==> config.mk <==
export PLATFORM = sky130hd
export DESIGN_NAME = adc_rd_ctrl
export DESIGN_NICKNAME = d
export VERILOG_FILES = /design/src/rtl/adc_rd_pkg.sv /design/src/rtl/adc_rd_tick.sv /design/src/rtl/adc_rd_shift.sv /design/src/rtl/adc_rd_ctrl.sv
export SDC_FILE = /design/constraint.sdc
export NUM_CORES = 1
export LEC_CHECK = 0
export BUFFER_PORTS_ARGS = -buffer_cell sky130_fd_sc_hd__buf_2
export CORE_MARGIN = 3
export CORE_UTILIZATION = 40
export CTS_CLUSTER_SIZE = 14
export DETAILED_ROUTE_END_ITERATION = 10
export PLACE_DENSITY_LB_ADDON = 0.1
export SKIP_CTS_REPAIR_TIMING = 1
export SYNTH_ARGS = -nofsm -noshare
export SYNTH_HDL_FRONTEND = slang
export SYNTH_SLANG_ARGS = --single-unit
==> constraint.sdc <==
create_clock -name clk -period 2.5 [get_ports clk]
set_input_delay 0.625 -clock clk [delete_from_list [all_inputs] [get_ports clk]]
set_output_delay 0.625 -clock clk [all_outputs]
set_load 0.01 [all_outputs]
==> src/rtl/adc_rd_pkg.sv <==
package adc_rd_pkg;

    typedef enum logic [1:0] {
        ST_IDLE,
        ST_FRAME,
        ST_GAP,
        ST_WAKE
    } ctrl_st_e;

    typedef enum logic [1:0] {
        K_CONV,
        K_DUMMY,
        K_PDOWN
    } frame_kind_e;

endpackage

==> src/rtl/adc_rd_tick.sv <==
module adc_rd_tick #(
    parameter int DIV_W = 8
) (
    input  logic             clk,
    input  logic             rst_n,
    input  logic             run_i,
    input  logic [DIV_W-1:0] lim_i,
    output logic             tick_o
);
    logic [DIV_W-1:0] ph_d, ph_q;

    assign tick_o = run_i && (ph_q == lim_i);

    always_comb begin
        ph_d = ph_q;
        if (!run_i || tick_o) begin
            ph_d = '0;
        end else begin
            ph_d = ph_q + 1'b1;
        end
    end

    always_ff @(posedge clk or negedge rst_n) begin
        if (!rst_n) begin
            ph_q <= '0;
        end else begin
            ph_q <= ph_d;
        end
    end
endmodule

==> src/rtl/adc_rd_shift.sv <==
module adc_rd_shift #(
    parameter int W = 16
) (
    input  logic         clk,
    input  logic         rst_n,
    input  logic         en_i,
    input  logic         bit_i,
    output logic [W-1:0] word_o
);
    logic [W-1:0] sh_d, sh_q;

    assign word_o = sh_q;

    always_comb begin
        sh_d = sh_q;
        if (en_i) begin
            sh_d = {sh_q[W-2:0], bit_i};
        end
    end

    always_ff @(posedge clk or negedge rst_n) begin
        if (!rst_n) begin
            sh_q <= '0;
        end else begin
            sh_q <= sh_d;
        end
    end
endmodule

==> src/rtl/adc_rd_ctrl.sv <==
module adc_rd_ctrl
    import adc_rd_pkg::*;
#(
    parameter int DIV_W       = 8,
    parameter int DATA_W      = 12,
    parameter int LEAD_W      = 4,
    parameter int PD_FALLS    = 2,
    parameter int WAKE_CYCLES = 125
) (
    input  logic              clk,
    input  logic              rst_n,
    input  logic              start_i,
    input  logic              pd_req_i,
    input  logic [DIV_W-1:0]  clk_div_i,
    input  logic              sdata_i,
    output logic              cs_n_o,
    output logic              sclk_o,
    output logic [DATA_W-1:0] data_o,
    output logic              valid_o,
    output logic              err_o,
    output logic              pd_o
);
    localparam int FRAME_BITS = DATA_W + LEAD_W;
    localparam int HALF_W     = $clog2(2 * FRAME_BITS);
    localparam int WK_W       = (WAKE_CYCLES > 1) ? $clog2(WAKE_CYCLES) : 1;
    localparam logic [HALF_W-1:0] LAST_HALF   = HALF_W'(2 * FRAME_BITS - 1);
    localparam logic [HALF_W-1:0] LAST_SAMPLE = HALF_W'(2 * FRAME_BITS - 3);
    localparam logic [HALF_W-1:0] PD_HALF     = HALF_W'(2 * PD_FALLS - 1);
    localparam logic [WK_W-1:0]   WK_LAST     = WK_W'(WAKE_CYCLES - 1);

    typedef struct packed {
        ctrl_st_e          st;
        frame_kind_e       kind;
        logic [HALF_W-1:0] half;
        logic [DIV_W-1:0]  div;
        logic [WK_W-1:0]   wk;
        logic              pend_start;
        logic              pend_pd;
        logic              pd;
        logic              cs_n;
        logic              sclk;
        logic [DATA_W-1:0] data;
        logic              valid;
        logic              err;
    } ctrl_t;

    ctrl_t r_q, r_d;

    logic                  tick;
    logic                  run;
    logic                  sample_en;
    logic                  frame_end;
    logic [FRAME_BITS-1:0] word;

    assign run       = (r_q.st == ST_FRAME) || (r_q.st == ST_GAP);
    assign sample_en = (r_q.st == ST_FRAME) && tick &&
                       ((r_q.half == '0) || (r_q.half[0] && (r_q.half <= LAST_SAMPLE)));
    assign frame_end = (r_q.half == LAST_HALF) ||
                       ((r_q.kind == K_PDOWN) && (r_q.half == PD_HALF));

    adc_rd_tick #(.DIV_W(DIV_W)) u_tick (
        .clk   (clk),
        .rst_n (rst_n),
        .run_i (run),
        .lim_i (r_q.div),
        .tick_o(tick)
    );

    adc_rd_shift #(.W(FRAME_BITS)) u_shift (
        .clk   (clk),
        .rst_n (rst_n),
        .en_i  (sample_en),
        .bit_i (sdata_i),
        .word_o(word)
    );

    always_comb begin
        r_d            = r_q;
        r_d.valid      = 1'b0;
        case (r_q.st)
            ST_IDLE: begin
                if (r_q.pend_start) begin
                    r_d.st   = ST_FRAME;
                    r_d.cs_n = 1'b0;
                    r_d.half = '0;
                    r_d.div  = clk_div_i;
                    if (r_q.pd) begin
                        r_d.kind = K_DUMMY;
                    end else begin
                        r_d.kind       = K_CONV;
                        r_d.pend_start = 1'b0;
                    end
                end else if (r_q.pend_pd) begin
                    r_d.pend_pd = 1'b0;
                    if (!r_q.pd) begin
                        r_d.st   = ST_FRAME;
                        r_d.cs_n = 1'b0;
                        r_d.half = '0;
                        r_d.div  = clk_div_i;
                        r_d.kind = K_PDOWN;
                    end
                end
            end
            ST_FRAME: begin
                if (tick) begin
                    if (frame_end) begin
                        r_d.st   = ST_GAP;
                        r_d.cs_n = 1'b1;
                        r_d.sclk = 1'b1;
                        r_d.half = '0;
                        case (r_q.kind)
                            K_CONV: begin
                                r_d.valid = 1'b1;
                                r_d.data  = word[DATA_W-1:0];
                                r_d.err   = |word[FRAME_BITS-1:DATA_W];
                            end
                            K_DUMMY: r_d.pd = 1'b0;
                            default: r_d.pd = 1'b1;
                        endcase
                    end else begin
                        r_d.sclk = ~r_q.sclk;
                        r_d.half = r_q.half + 1'b1;
                    end
                end
            end
            ST_GAP: begin
                if (tick) begin
                    if (r_q.half[0]) begin
                        r_d.st = (r_q.kind == K_DUMMY) ? ST_WAKE : ST_IDLE;
                        r_d.wk = '0;
                    end else begin
                        r_d.half = r_q.half + 1'b1;
                    end
                end
            end
            default: begin
                r_d.wk = r_q.wk + 1'b1;
                if (r_q.wk == WK_LAST) begin
                    r_d.st = ST_IDLE;
                end
            end
        endcase
        r_d.pend_start = r_d.pend_start | start_i;
        r_d.pend_pd    = r_d.pend_pd | pd_req_i;
    end

    always_ff @(posedge clk or negedge rst_n) begin
        if (!rst_n) begin
            r_q      <= '0;
            r_q.st   <= ST_IDLE;
            r_q.kind <= K_CONV;
            r_q.cs_n <= 1'b1;
            r_q.sclk <= 1'b1;
        end else begin
            r_q <= r_d;
        end
    end

    assign cs_n_o  = r_q.cs_n;
    assign sclk_o  = r_q.sclk;
    assign data_o  = r_q.data;
    assign valid_o = r_q.valid;
    assign err_o   = r_q.err;
    assign pd_o    = r_q.pd;
endmodule

==> flow_summary.yaml, run 1 <==
power:
  comb_power_share: 0.352
  p_per_area_mw_per_mm2: 991.1
  irDropWorstVdd_mv: 0.4831
  p_int_mw: 2.421
  pwr-share-seq: 0.396
  clkPwrFrac: 0.252
  p_leak_nw: 1.864
  power_switching_mw: 1.329
  p_sw_frac: 0.3543
sta:
  tns_ps: 0
  final_hold_viol_count: 0
  timing.hold.ws_ps: 317.4
  setup_ws_ps: 271.3
  worstMarginPinSlew_ps: 671.5
  finalSetupViolCount: 0
  skew_ps: 8.849
  fmax_ghz: 0.4487
  slew_headroom: 0.5523
  period_needed_ps: 2229
  slew_viol_final: 0
  rsz0062_at_grt: "no"
  period_share: 0.8915
drt:
  routed_via_density: 5.050
  drt_iter0_drc: 70
  wl_per_cell_um: 14.09
  drtPass1Iterations: 4
  ant_nets: 0
  via_count: 2121
  wl_um: 5917
  drc: 0
place:
  place_area_mm2: 0.003572
  preCtsSetupSlack_ps: 326.5
  gp_congestion: 0.8013
  numPortBuffers: 29
  place_hpwl_um: 4274
min_path:
  hp-class: "input pin to asynchronous set/reset pin"
floorplanning:
  die_area_mm2: 0.009568
  num_rows: 32
  core_region_area_mm2: 0.007968
  die_y_um: 97.82
  die_width_um: 97.82
  io_pins: 30
  initial_core_util: 0.4232
setup_path:
  slowest_delay_ps: 410
  crit_family: "simple AND/OR/NAND/NOR gates"
  crit_fanout: 5
  required_ps: 2720
  crit_slowest_cell: "dfrtp_1"
  cp_data_arrival_time_ps: 2450
  cp-start-kind: "flip-flop"
  path_class: "flip-flop to flip-flop"
  path_buf_inv: 0
  crit_chain: "ha_1, nor4bb_1, a211o_1, o311ai_0, nor3_1, mux2_2"
  r2r-start: "r_q[35]"
  cp-end-kind: "flip-flop"
  startpoint: "r_q[35]"
layout:
  final_util: 0.4749
  area.growth.synth_to_final_pct: 12.21
  insertedDiodeCount: 0
  n_fill_cell: 754
  nets: 338
  finalInstanceArea_mm2: 0.003784
  drive_above_1_share: 0.3333
yosys:
  avgSynthCellArea_um2: 11.87
  synth_edf_count: 0
  ys_seq_area_frac: 0.4980
  synth_common_cells: "65 x dfrtp_1, 34 x mux2_2, 25 x nor2_1"
  async_flop_share: 1.000
  synth_seq_cells: 67
  synth.distinct_cells: 42
  syn_nets: 309
  syn-instance-count: 284
  synth.top_cell.area_share: 0.4824
  ys.warnings.count: 0
  yosysTopAreaCell: "dfrtp_1"
  netlist_area_mm2: 0.003372
  synth_flop_cell: "dfrtp_1"
  synth_most_common_cell: "dfrtp_1"
  synth_area_leaders: "dfrtp_1 48%, mux2_2 11%, ha_1 4.5%, mux2_4 4.5%, buf_4 2.9%"
global_route:
  antenna_found_initial: 0
  grt_use_total: 0.1377
  grt_pass1_wl_um: 10660
  gr-total-overflow: 0
  grt_max_degree: 30
  grt_pass1_vias: 2235
clock_network:
  insertion_delay_ps: 340
  clkSinkCount: 67
  clk_pin_slew_ps: 80
  cts_tree: "built"
  cts_made_buffers: 9
  root_buffer: "clkbuf_8"
  h-tree-depth: 3
  cts_buffer_depth: 2
outcome:
  status: "finished, final reports clean"
flow_run:
  max-cap-violations: 0
## cells by family after synthesis
kind of cell    Yosys count  synth area share
simple gates             82            0.1299
flops                    67            0.4980
mux                      45            0.1610
compound gates           32           0.06976
buf+inv                  30           0.05528
xor+xnor                 16           0.04156
fa+ha+maj                12           0.04453
## per-layer routing
metal  global-route usage  part of all wire  up-vias
li1                     -                 -     1041
met1               0.1943              0.51     1035
met2               0.2040              0.44       32
met3              0.03000             0.033       13
met4              0.06070             0.021        0
met5                    0                 0        -
## final timing paths
path | to | slack, ps | depth (start not counted)
max | r_q[41] | 270 | 6
min | u_tick.ph_q[0] | 320 | 1
max reg2reg | r_q[41] | 270 | 6
min reg2reg | u_shift.word_o[15] | 500 | 1
max in group asynchronous | r_q[31] | 1570 | 2
min in group clk | r_q[17] | 470 | 2
## metrics by stage
stage / power [mW] / instances
after CTS: 3.815 / 420
after global placement: 2.841 / 404
after global routing: 4.059 / 420
after floorplan: 2.486 / 284
after detailed placement: 2.848 / 404
final: 3.750 / 420
## power groups by stage
stage | registers (mW) | logic [mW] | clock network, mW
after floorplan | 1.47 | 1.01 | 0
after global placement | 1.51 | 1.34 | 0
after detailed placement | 1.51 | 1.34 | 0
after CTS | 1.49 | 1.35 | 0.982
after global routing | 1.53 | 1.51 | 1.03
final | 1.49 | 1.32 | 0.944
## area by class of cell
cell class,instances,area [um^2],area share
Clock buffer,11,151.4,0.04001
Clock inverter,5,60.06,0.01587
Inverter,11,41.29,0.01091
Multi-Input combinational cell,187,1506,0.3981
Sequential cell,67,1679,0.4438
Tap cell,102,127.6,0.03373
Timing Repair Buffer,37,217.7,0.05754
## cells in the final DEF, fill, tap and decap left out, types with 2 or more instances in the layout
cell and instances:
nor3_1 7, nand2_1 17, nor2b_1 2, xor2_1 9, buf_2 29, a211o_1 5
clkbuf_8 11, inv_1 11, dfrtp_1 65, o311ai_0 2, buf_4 7, o21ai_0 9
nand3_1 7, a21oi_1 7, xnor2_1 7, nor3b_1 3, and4_2 2, nand2b_1 3
dfstp_2 2, mux2_2 34, nor4_1 2, mux2_4 10, a21o_1 2, nor2_1 25
a31oi_1 2, and3_1 7, ha_1 12
## state kept, by name, summed over array words and instances (netlist names)
signal          cells
data_o             12
u_shift.word_o     16
cs_n_o              1
sclk_o              1
pd_o                1
valid_o             1
u_tick.ph_q         8
r_q                26
err_o               1
Note: power is estimated with default switching activity, not from simulation.
==> run 2, diff against run 1 <==
Settings changed: CORE_UTILIZATION 40 to 41.
==> run 2 against run 1 <==
Global-route usage rose by 0.29 points. Critical path type unchanged. Clock-buffer cell count fell by 1. Largest power group unchanged. Design area rose by 0.79%. Via count fell by 0.38%.
==> flow_summary.yaml, run 2 (same netlist as run 1, synthesis figures left out) <==
min_path:
  hp-class: "input pin to asynchronous set/reset pin"
floorplanning:
  num_rows: 32
  io_pins: 30
  initial_core_util: 0.4297
  die_area_mm2: 0.009349
  die_width_um: 96.69
  die_y_um: 96.69
  core_region_area_mm2: 0.007848
sta:
  skew_ps: 11.25
  period_needed_ps: 2189
  rsz0062_at_grt: "no"
  finalSetupViolCount: 0
  slew_viol_final: 0
  worstMarginPinSlew_ps: 664.4
  final_hold_viol_count: 0
  tns_ps: 0
  slew_headroom: 0.5524
  fmax_ghz: 0.4568
  period_share: 0.8757
power:
  irDropWorstVdd_mv: 0.5201
  comb_power_share: 0.336
  p_sw_frac: 0.3397
  p_int_mw: 2.595
  pwr-share-seq: 0.380
  p_per_area_mw_per_mm2: 1030
  p_leak_nw: 1.877
  power_switching_mw: 1.335
  clkPwrFrac: 0.284
drt:
  drc: 0
  routed_via_density: 5.043
  ant_nets: 0
  wl_um: 5988
  drt_iter0_drc: 56
  drtPass1Iterations: 4
  via_count: 2113
  wl_per_cell_um: 14.29
clock_network:
  root_buffer: "clkbuf_8"
  cts_tree: "built"
  clk_pin_slew_ps: 70
  clkSinkCount: 67
  insertion_delay_ps: 340
  cts_buffer_depth: 2
  cts_made_buffers: 9
  h-tree-depth: 3
setup_path:
  slowest_delay_ps: 420
  path_class: "flip-flop to flip-flop"
  required_ps: 2730
  crit_slowest_cell: "dfrtp_1"
  cp-start-kind: "flip-flop"
  path_buf_inv: 0
  crit_family: "simple AND/OR/NAND/NOR gates"
  cp-end-kind: "flip-flop"
  crit_chain: "ha_1, nor4bb_1, a211o_1, o311ai_0, nor3_1, mux2_2"
  cp_data_arrival_time_ps: 2420
  crit_fanout: 5
global_route:
  grt_pass1_wl_um: 10760
  antenna_found_initial: 0
  grt_max_degree: 68
  gr-total-overflow: 0
  grt_use_total: 0.1406
  grt_pass1_vias: 2234
layout:
  final_util: 0.4860
  multiInputGateArea_mm2: 0.001506
  insertedDiodeCount: 0
  seqCellArea_mm2: 0.001679
  final_cell_mix: "65 x dfrtp_1, 34 x mux2_2, 29 x buf_2"
  n_fill_cell: 759
  final_common_cell: "dfrtp_1"
  area.growth.synth_to_final_pct: 13.10
  top_register: "r_q"
  largest_reg_flops: 26
  drive_above_1_share: 0.3312
  nets: 337
place:
  numPortBuffers: 29
  gp_congestion: 0.8057
  place_hpwl_um: 4191
outcome:
  status: "finished, final reports clean"
flow_run:
  max-cap-violations: 0
[run 2: final timing paths]
check	startpoint	end	slack (ps)	cells past startpoint
min in group clk	start_i	r_q[18]	460	2
max reg2reg	r_q[35]	r_q[41]	310	6
min reg2reg	r_q[17]	r_q[17]	500	1
max in group asynchronous	rst_n	sclk_o	1860	2
max	r_q[35]	r_q[41]	310	6
min	rst_n	r_q[21]	290	2
[run 2: layer usage]
layer / track usage / part of all wire / routed length [um]
met5: 0 / 0 / 0
met4: 0.05184 / 0.013 / 76
met3: 0.04037 / 0.037 / 220
met2: 0.2070 / 0.45 / 2689
met1: 0.1969 / 0.50 / 3002
[run 2: power groups by stage]
stage / sequential [mW] / combinational (mW) / clock [mW]
finish: 1.49 / 1.32 / 1.11
floorplan: 1.47 / 1.01 / 0
global placement: 1.51 / 1.33 / 0
CTS: 1.49 / 1.34 / 1.15
global route: 1.54 / 1.51 / 1.20
detailed placement: 1.51 / 1.34 / 0
[run 2: worst register-to-register path, delay by kind of cell (launching register included)]
| kind | cells | cell delay (ps) |
|---|---|---|
| adder cells (fa/ha/maj) | 1 | 230 |
| AND/OR/NAND/NOR | 2 | 630 |
| AO/OA/AOI/OAI | 2 | 440 |
| flip-flops | 1 | 420 |
| multiplexers | 1 | 370 |
[run 2: layout make-up]
| type | instances | share of cell area |
|---|---|---|
| tap | 102 | 0.03346 |
| clock buffer | 10 | 0.03609 |
| inverter | 11 | 0.01083 |
| timing repair buffer | 36 | 0.05512 |
| sequential | 67 | 0.4403 |
| multi-input combinational | 187 | 0.3950 |
| clock inverter | 6 | 0.02920 |
[run 2: through the flow]
step / instances / hold slack [ps] / cell area [um^2] / power, mW / worst slack (ps)
finish: 419 / 291.5 / 3814 / 3.930 / 310.8
global route: 419 / 321.3 / 3814 / 4.248 / 44.78
CTS: 419 / 303.3 / 3814 / 3.988 / 304.4
detailed placement: 403 / 483.2 / 3565 / 2.850 / 317.4
global placement: 403 / 481.9 / 3565 / 2.842 / 363.2
floorplan: 284 / 329.4 / 3372 / 2.486 / 409.4
